`src/rtl/bg_pkg.sv`:
```
package bg_pkg;
   typedef enum logic [3:0] {
      ST_IDLE  = 4'd0,
      ST_SEED  = 4'd1,
      ST_BOOST = 4'd2,
      ST_BANDA = 4'd3,
      ST_BAND  = 4'd4,
      ST_BASE  = 4'd5,
      ST_WMUP  = 4'd6,
      ST_WMLO  = 4'd7,
      ST_T1    = 4'd8,
      ST_COEF  = 4'd9,
      ST_TQ    = 4'd10,
      ST_FIN   = 4'd11
   } bg_step_e;
endpackage

```
`src/rtl/bg_seq_mul.sv`:
```
module bg_seq_mul #(
   parameter int AW        = 32,
   parameter int BW        = 16,
   parameter bit EARLY_OUT = 1'b1,
   localparam int PW       = AW + BW,
   localparam int CW       = $clog2(BW + 1)
) (
   input  logic          clk_i,
   input  logic          rst_ni,
   input  logic          start_i,
   input  logic [AW-1:0] a_i,
   input  logic [BW-1:0] b_i,
   output logic          done_o,
   output logic [PW-1:0] prod_o
);
   logic [PW-1:0] mcand_q, acc_q;
   logic [BW-1:0] mplier_q;
   logic [CW-1:0] cnt_q;
   logic          run_q;
   logic          last;

   generate
      if (EARLY_OUT) begin : g_early
         assign last = (cnt_q == CW'(1)) || (mplier_q[BW-1:1] == '0);
      end else begin : g_full
         assign last = (cnt_q == CW'(1));
      end
   endgenerate

   always_ff @(posedge clk_i or negedge rst_ni) begin
      if (!rst_ni) begin
         mcand_q  <= '0;
         acc_q    <= '0;
         mplier_q <= '0;
         cnt_q    <= '0;
         run_q    <= 1'b0;
         done_o   <= 1'b0;
      end else begin
         done_o <= 1'b0;
         if (start_i) begin
            mcand_q  <= PW'(a_i);
            mplier_q <= b_i;
            acc_q    <= '0;
            cnt_q    <= CW'(BW);
            run_q    <= 1'b1;
         end else if (run_q) begin
            if (mplier_q[0]) acc_q <= acc_q + mcand_q;
            mcand_q  <= mcand_q << 1;
            mplier_q <= mplier_q >> 1;
            cnt_q    <= cnt_q - CW'(1);
            if (last) begin
               run_q  <= 1'b0;
               done_o <= 1'b1;
            end
         end
      end
   end

   assign prod_o = acc_q;
endmodule

```
`src/rtl/bg_seq_div.sv`:
```
module bg_seq_div #(
   parameter int NW  = 48,
   parameter int DW  = 16,
   localparam int CW = $clog2(NW + 1)
) (
   input  logic          clk_i,
   input  logic          rst_ni,
   input  logic          start_i,
   input  logic [NW-1:0] dividend_i,
   input  logic [DW-1:0] divisor_i,
   output logic          done_o,
   output logic [NW-1:0] quo_o
);
   logic [NW-1:0] quo_q;
   logic [DW-1:0] rem_q, dvsr_q;
   logic [CW-1:0] cnt_q;
   logic          run_q;
   logic [DW:0]   trial, diff;
   logic          ge;

   assign trial = {rem_q, quo_q[NW-1]};
   assign ge    = trial >= {1'b0, dvsr_q};
   assign diff  = trial - {1'b0, dvsr_q};

   always_ff @(posedge clk_i or negedge rst_ni) begin
      if (!rst_ni) begin
         quo_q  <= '0;
         rem_q  <= '0;
         dvsr_q <= '0;
         cnt_q  <= '0;
         run_q  <= 1'b0;
         done_o <= 1'b0;
      end else begin
         done_o <= 1'b0;
         if (start_i) begin
            quo_q  <= dividend_i;
            rem_q  <= '0;
            dvsr_q <= divisor_i;
            cnt_q  <= CW'(NW);
            run_q  <= 1'b1;
         end else if (run_q) begin
            rem_q <= ge ? diff[DW-1:0] : trial[DW-1:0];
            quo_q <= {quo_q[NW-2:0], ge};
            cnt_q <= cnt_q - CW'(1);
            if (cnt_q == CW'(1)) begin
               run_q  <= 1'b0;
               done_o <= 1'b1;
            end
         end
      end
   end

   assign quo_o = quo_q;
endmodule

```
`src/rtl/boost_gov.sv`:
```
module boost_gov
   import bg_pkg::*;
#(
   parameter int FREQ_W      = 32,
   parameter int COEF_W      = 16,
   parameter int PER_W       = 9,
   parameter int STEP_KHZ    = 16000,
   parameter int BAND_PERMIL = 6,
   parameter bit MUL_EARLY   = 1'b1
) (
   input  logic              clk_i,
   input  logic              rst_ni,
   input  logic              start_i,
   input  logic              reseed_i,
   input  logic              flag_up_i,
   input  logic              flag_dn_i,
   input  logic [FREQ_W-1:0] avg_i,
   input  logic [FREQ_W-1:0] cur_khz_i,
   input  logic [FREQ_W-1:0] max_khz_i,
   input  logic [PER_W-1:0]  period_ms_i,
   input  logic [COEF_W-1:0] up_coef_i,
   input  logic [COEF_W-1:0] dn_coef_i,
   input  logic [COEF_W-1:0] up_thr_i,
   input  logic [COEF_W-1:0] dn_thr_i,
   output logic              busy_o,
   output logic              done_o,
   output logic [FREQ_W-1:0] boost_o,
   output logic              en_above_o,
   output logic              en_below_o,
   output logic [FREQ_W-1:0] wm_up_o,
   output logic [FREQ_W-1:0] wm_lo_o,
   output logic [FREQ_W-1:0] avg_wm_up_o,
   output logic [FREQ_W-1:0] avg_wm_lo_o,
   output logic [FREQ_W-1:0] target_o
);
   localparam int QW = FREQ_W + COEF_W;
   localparam logic [FREQ_W-1:0] FMAX  = '1;
   localparam logic [FREQ_W:0]   STEPV = (FREQ_W+1)'(STEP_KHZ);
   localparam logic [FREQ_W-1:0] HALFV = FREQ_W'(STEP_KHZ / 2);

   generate
      if (PER_W > COEF_W || COEF_W < 14 || FREQ_W < 16) begin : g_bad_cfg
         $error("boost_gov: PER_W must fit in COEF_W, COEF_W >= 14, FREQ_W >= 16");
      end
   endgenerate

   bg_step_e            step_q, nxt;
   logic                issue_q, up_q, dn_q;
   logic [FREQ_W-1:0]   cur_q, max_q, avg_q, banda_q, band_q, base_q, t1_q, coef_q, tq_q;
   logic [COEF_W-1:0]   per_q, upc_q, dnc_q, uthr_q, dthr_q;
   logic [FREQ_W-1:0]   op_a, res;
   logic [COEF_W-1:0]   op_b, op_d;
   logic                mul_done, div_done;
   logic [QW-1:0]       prod, quo;
   logic [FREQ_W:0]     up_sum, avg_sum, tgt_sum;

   always_comb begin
      op_a = cur_q; op_b = per_q; op_d = COEF_W'(1);
      unique case (step_q)
         ST_BOOST: begin op_a = boost_o; op_b = up_q ? upc_q : dnc_q; op_d = COEF_W'(100); end
         ST_BANDA: begin op_a = max_q; op_b = COEF_W'(BAND_PERMIL); op_d = COEF_W'(1000); end
         ST_BAND:  begin op_a = banda_q; end
         ST_WMUP:  begin op_a = base_q; op_b = uthr_q; op_d = COEF_W'(100); end
         ST_WMLO:  begin op_a = base_q; op_b = dthr_q; op_d = COEF_W'(100); end
         ST_T1:    begin op_a = avg_q; op_b = COEF_W'(1); op_d = per_q; end
         ST_COEF:  begin op_a = FREQ_W'(10000); op_b = COEF_W'(1); op_d = uthr_q; end
         ST_TQ:    begin op_a = t1_q; op_b = coef_q[COEF_W-1:0]; op_d = COEF_W'(100); end
         default:  ;
      endcase
   end

   bg_seq_mul #(.AW(FREQ_W), .BW(COEF_W), .EARLY_OUT(MUL_EARLY)) u_mul (
      .clk_i(clk_i), .rst_ni(rst_ni), .start_i(issue_q),
      .a_i(op_a), .b_i(op_b), .done_o(mul_done), .prod_o(prod));

   bg_seq_div #(.NW(QW), .DW(COEF_W)) u_div (
      .clk_i(clk_i), .rst_ni(rst_ni), .start_i(mul_done),
      .dividend_i(prod), .divisor_i(op_d), .done_o(div_done), .quo_o(quo));

   assign res     = (|quo[QW-1:FREQ_W]) ? FMAX : quo[FREQ_W-1:0];
   assign up_sum  = {1'b0, res} + STEPV;
   assign avg_sum = {1'b0, avg_q} + {1'b0, band_q};
   assign tgt_sum = {1'b0, tq_q} + {1'b0, boost_o};
   assign nxt     = (step_q == ST_SEED) ? ST_BANDA : bg_step_e'(step_q + 4'd1);
   assign busy_o  = (step_q != ST_IDLE);

   always_ff @(posedge clk_i or negedge rst_ni) begin
      if (!rst_ni) begin
         step_q <= ST_IDLE; issue_q <= 1'b0; done_o <= 1'b0;
         up_q <= 1'b0; dn_q <= 1'b0;
         cur_q <= '0; max_q <= '0; avg_q <= '0; banda_q <= '0; band_q <= '0;
         base_q <= '0; t1_q <= '0; coef_q <= '0; tq_q <= '0;
         per_q <= '0; upc_q <= '0; dnc_q <= '0; uthr_q <= '0; dthr_q <= '0;
         boost_o <= '0; en_above_o <= 1'b1; en_below_o <= 1'b0;
         wm_up_o <= '0; wm_lo_o <= '0; avg_wm_up_o <= '0; avg_wm_lo_o <= '0; target_o <= '0;
      end else begin
         done_o  <= 1'b0;
         issue_q <= 1'b0;
         unique case (step_q)
            ST_IDLE: if (start_i) begin
               cur_q <= cur_khz_i; max_q <= max_khz_i; avg_q <= avg_i;
               per_q <= COEF_W'(period_ms_i);
               upc_q <= up_coef_i; dnc_q <= dn_coef_i;
               uthr_q <= up_thr_i; dthr_q <= dn_thr_i;
               up_q <= flag_up_i; dn_q <= flag_dn_i;
               issue_q <= 1'b1;
               if (reseed_i) begin
                  boost_o <= '0; en_above_o <= 1'b1; en_below_o <= 1'b0;
                  step_q <= ST_SEED;
               end else if (flag_up_i || flag_dn_i) begin
                  step_q <= ST_BOOST;
               end else begin
                  step_q <= ST_BANDA;
               end
            end
            ST_FIN: begin
               avg_wm_up_o <= avg_sum[FREQ_W] ? FMAX : avg_sum[FREQ_W-1:0];
               avg_wm_lo_o <= (avg_q > band_q) ? avg_q - band_q : '0;
               target_o    <= tgt_sum[FREQ_W] ? FMAX : tgt_sum[FREQ_W-1:0];
               done_o      <= 1'b1;
               step_q      <= ST_IDLE;
            end
            default: if (div_done) begin
               unique case (step_q)
                  ST_SEED:  avg_q <= res;
                  ST_BOOST: begin
                     if (up_q) begin
                        en_below_o <= 1'b1;
                        if (up_sum >= {1'b0, max_q}) begin
                           boost_o <= max_q; en_above_o <= 1'b0;
                        end else begin
                           boost_o <= up_sum[FREQ_W-1:0];
                        end
                     end else begin
                        en_above_o <= 1'b1;
                        if (res < HALFV) begin
                           boost_o <= '0; en_below_o <= 1'b0;
                        end else begin
                           boost_o <= res;
                        end
                     end
                  end
                  ST_BANDA: banda_q <= res;
                  ST_BAND:  band_q  <= res;
                  ST_BASE:  base_q  <= res;
                  ST_WMUP:  wm_up_o <= res;
                  ST_WMLO:  wm_lo_o <= res;
                  ST_T1:    t1_q    <= res;
                  ST_COEF:  coef_q  <= res;
                  default:  tq_q    <= res;
               endcase
               step_q  <= nxt;
               issue_q <= (nxt != ST_FIN);
            end
         endcase
      end
   end
endmodule

```
`config.mk`:
```
export PLATFORM = sky130hd
export DESIGN_NAME = boost_gov
export DESIGN_NICKNAME = d
export VERILOG_FILES = /design/src/rtl/bg_pkg.sv /design/src/rtl/bg_seq_mul.sv /design/src/rtl/bg_seq_div.sv /design/src/rtl/boost_gov.sv
export SDC_FILE = /design/constraint.sdc
export NUM_CORES = 2
export LEC_CHECK = 0
export BUFFER_PORTS_ARGS = -buffer_cell sky130_fd_sc_hd__buf_2
export CAP_MARGIN = 20
export CORE_MARGIN = 2
export CORE_UTILIZATION = 60
export DETAILED_ROUTE_END_ITERATION = 12
export PLACE_DENSITY_LB_ADDON = 0.15
export SYNTH_ARGS = -nofsm -noshare
export SYNTH_HDL_FRONTEND = slang
export SYNTH_SLANG_ARGS = --single-unit
export TNS_END_PERCENT = 10
```
`constraint.sdc`:
```
create_clock -name clk_i -period 5.97 [get_ports clk_i]
set_input_delay 1.194 -clock clk_i [delete_from_list [all_inputs] [get_ports clk_i]]
set_output_delay 1.194 -clock clk_i [all_outputs]
set_load 0.02 [all_outputs]
```
==> impl_metrics.yaml <==
sta:
  period_needed_ns: 5.43
  rsz0062_at_grt: "false"
  relSlewSlack: 0.175
  finalSetupViolCount: 0
  finClkSkew_ns: 0.0366
  hold_viol: 0
  drv_slew: 0
  whs_ns: 0.472
  setup_slack_ns: 0.538
  tns_ns: 0
  tightest_slew_ns: 1.23
  max_freq_mhz: 184
  period_share: 0.910
synth:
  avgSynthCellArea_um2: 9.32
  synth_most_common_cell: "dfrtp_1"
  synth_area_mm2: 0.0409
  synth_top_area_cell: "dfrtp_1"
  synth_edf_count: 0
  yosys.area.top_type_share: 0.460
  ys_warn_count: 0
  ys_seq_area_frac: 0.460
  syn_inst: 4393
  synth_commonest_cells: "dfrtp_1 (752), nand2_1 (631), o21ai_0 (498)"
  ys_types: 84
  async_reset_ff_frac: 1.00
  ys_ff_latch: 753
  syn_nets: 4773
  synthFlopType: "dfrtp_1"
  ys_top_cells_by_area: "dfrtp_1 (46%), ha_1 (6.1%), o21ai_0 (6.1%), nand2_1 (5.8%), mux2i_1 (3.5%)"
clocking:
  cts-resized-gates: 0
  clk_path_buf_depth: 3
  clk-insertion-delay-late_ns: 0.65
  cts_num_sinks: 753
  cts.htree.levels: 3
  cts_tree: "yes"
  post_cts_buffers: 0
  clk_pin_slew_ns: 0.06
  clock-root-buffer: "clkbuf_16"
  cts_hold_buf: 0
  cts_inserted_buffers: 81
floorplanning:
  die_h_um: 265
  rows: 95
  initial_core_util: 0.608
  die_area_mm2: 0.0704
  die_w_um: 265
  io_pins: 371
  coreArea_mm2: 0.0674
critical_path:
  cp.required_ns: 6.53
  critPathLaunchType: "flop"
  worstSetupPathType: "flop to flop"
  reg2reg_depth: 24
  r2r_slack_ns: 0.54
  end_kind: "flop"
  crit_fanout: 32
  worstPathArrival_ns: 5.99
power:
  clockPowerShare: 0.492
  switching_share: 0.220
  p_per_area_mw_per_mm2: 224
  pwr-share-seq: 0.491
  p_leak_nw: 22.4
  p_sw_mw: 2.29
  peakVddDrop_v: 0.000190
  total_power_mw: 10.4
  comb_power_share: 0.017
  p_int_mw: 8.10
drt:
  wl_per_cell_um: 22.7
  dr.pass1.iters: 9
  postRouteAntennaNets: 0
  via_per_inst: 6.22
  drc: 0
  wirelength_mm: 127
  drt_iter0_markers: 3358
  vias: 34803
finish:
  fin_nets: 5018
  final_cell_area_mm2: 0.0463
  instances_no_fill: 5591
  nFillCells: 5456
  area_delta_synth_final_pct: 13.1
  post-route-util: 0.687
  drive_gt1_frac: 0.155
global_routing:
  grt_pass1_vias: 33438
  grt_max_degree: 141
  antenna_found_initial: 17
  grt_pass1_wl_mm: 195
  overflow: 0
  track_usage: 0.359
placement:
  post-place-ws_ns: 0.501
  io_buffers: 370
  dpl_cell_area_mm2: 0.0435
  dp_hpwl_mm: 92.4
  gp_congestion: 0.994
  placed_cells: 5425
status:
  status: "finished clean"
worst_hold_path:
  hold_path_class: "flop to flop"
  hold_path_depth: 2
job:
  max_cap_viol_count: 0
cells by family after synthesis:
family          Yosys count  share of synthesized area
buf+inv                 442                     0.0411
flops                   753                      0.460
xor+xnor                160                     0.0342
mux                     252                     0.0649
fa+ha+maj               205                     0.0636
compound gates         1310                      0.200
simple gates           1271                      0.136
routing by layer:
layer / vias up / wire length [um] / track usage
met5: - / 35 / 0
met4: 6 / 5630 / 0.158
met3: 287 / 10400 / 0.0659
met2: 1476 / 57300 / 0.553
met1: 16881 / 53500 / 0.498
li1: 16153 / - / -
path summary, 6_finish.rpt:
check	from	end
hold reg to reg	avg_wm_lo_o[1]$_DFFE_PN0P_	avg_wm_lo_o[1]$_DFFE_PN0P_
setup reg to reg	u_div.quo_o[47]$_DFFE_PN0P_	boost_o[3]$_DFFE_PN0P_
setup / recovery	u_div.quo_o[47]$_DFFE_PN0P_	boost_o[3]$_DFFE_PN0P_
max in group asynchronous	rst_ni	u_div.dvsr_q[12]$_DFFE_PN0P_
hold / removal	avg_wm_lo_o[1]$_DFFE_PN0P_	avg_wm_lo_o[1]$_DFFE_PN0P_
min in group asynchronous	rst_ni	avg_wm_up_o[0]$_DFFE_PN0P_
placed cells by master (no fill, tap or decap), types with 66 or more instances in the layout:
cell type  instances
ha_1             200
nor2_1           294
xnor2_1          107
o21ai_0          498
clkbuf_16         81
nand3_1           74
buf_4             66
nand2_1          624
dfrtp_1          747
a21oi_1          264
mux2i_1          144
buf_2            369
inv_1            158
mux2_2           108
a21o_1            72
area by class of cell:
cell class / instances / area [um2] / share of cell area
repair buffers: 444 / 2520 / 0.0545
diodes: 16 / 40.0 / 0.000864
clock buffers: 121 / 2340 / 0.0505
inverters: 160 / 601 / 0.0130
well taps: 873 / 1090 / 0.0236
clock inverters: 26 / 360 / 0.00778
flip-flops and latches: 753 / 18900 / 0.407
multi-input cells: 3198 / 20500 / 0.443
critical path, stage by stage (launching register included):
cell	delay (ns)
dfrtp_1	0.39
nor4_1	0.34
nand4_1	0.22
buf_4	0.23
nor2_1	0.14
inv_1	0.09
ha_1	0.23
or3_1	0.34
or3_1	0.37
nor2_1	0.20
nor2_1	0.14
and4_1	0.23
nand2_1	0.08
xor2_1	0.25
nor2_1	0.07
ha_1	0.31
nand3_1	0.10
nor4_1	0.39
a31oi_1	0.13
o21ai_0	0.09
a211o_1	0.18
buf_12	0.22
nor2b_2	0.35
a22oi_1	0.12
nand2_1	0.12
power groups by stage:
stage                     sequential (mW)  combinational [mW]  clock, mW
after floorplan                      5.20             0.00118          0
after global placement               5.20               0.184          0
after detailed placement             5.20               0.185          0
after CTS                            5.10               0.186       5.16
after global routing                 5.10               0.204       5.37
final                                5.10               0.180       5.11
Power figures use the tool's default switching activity.
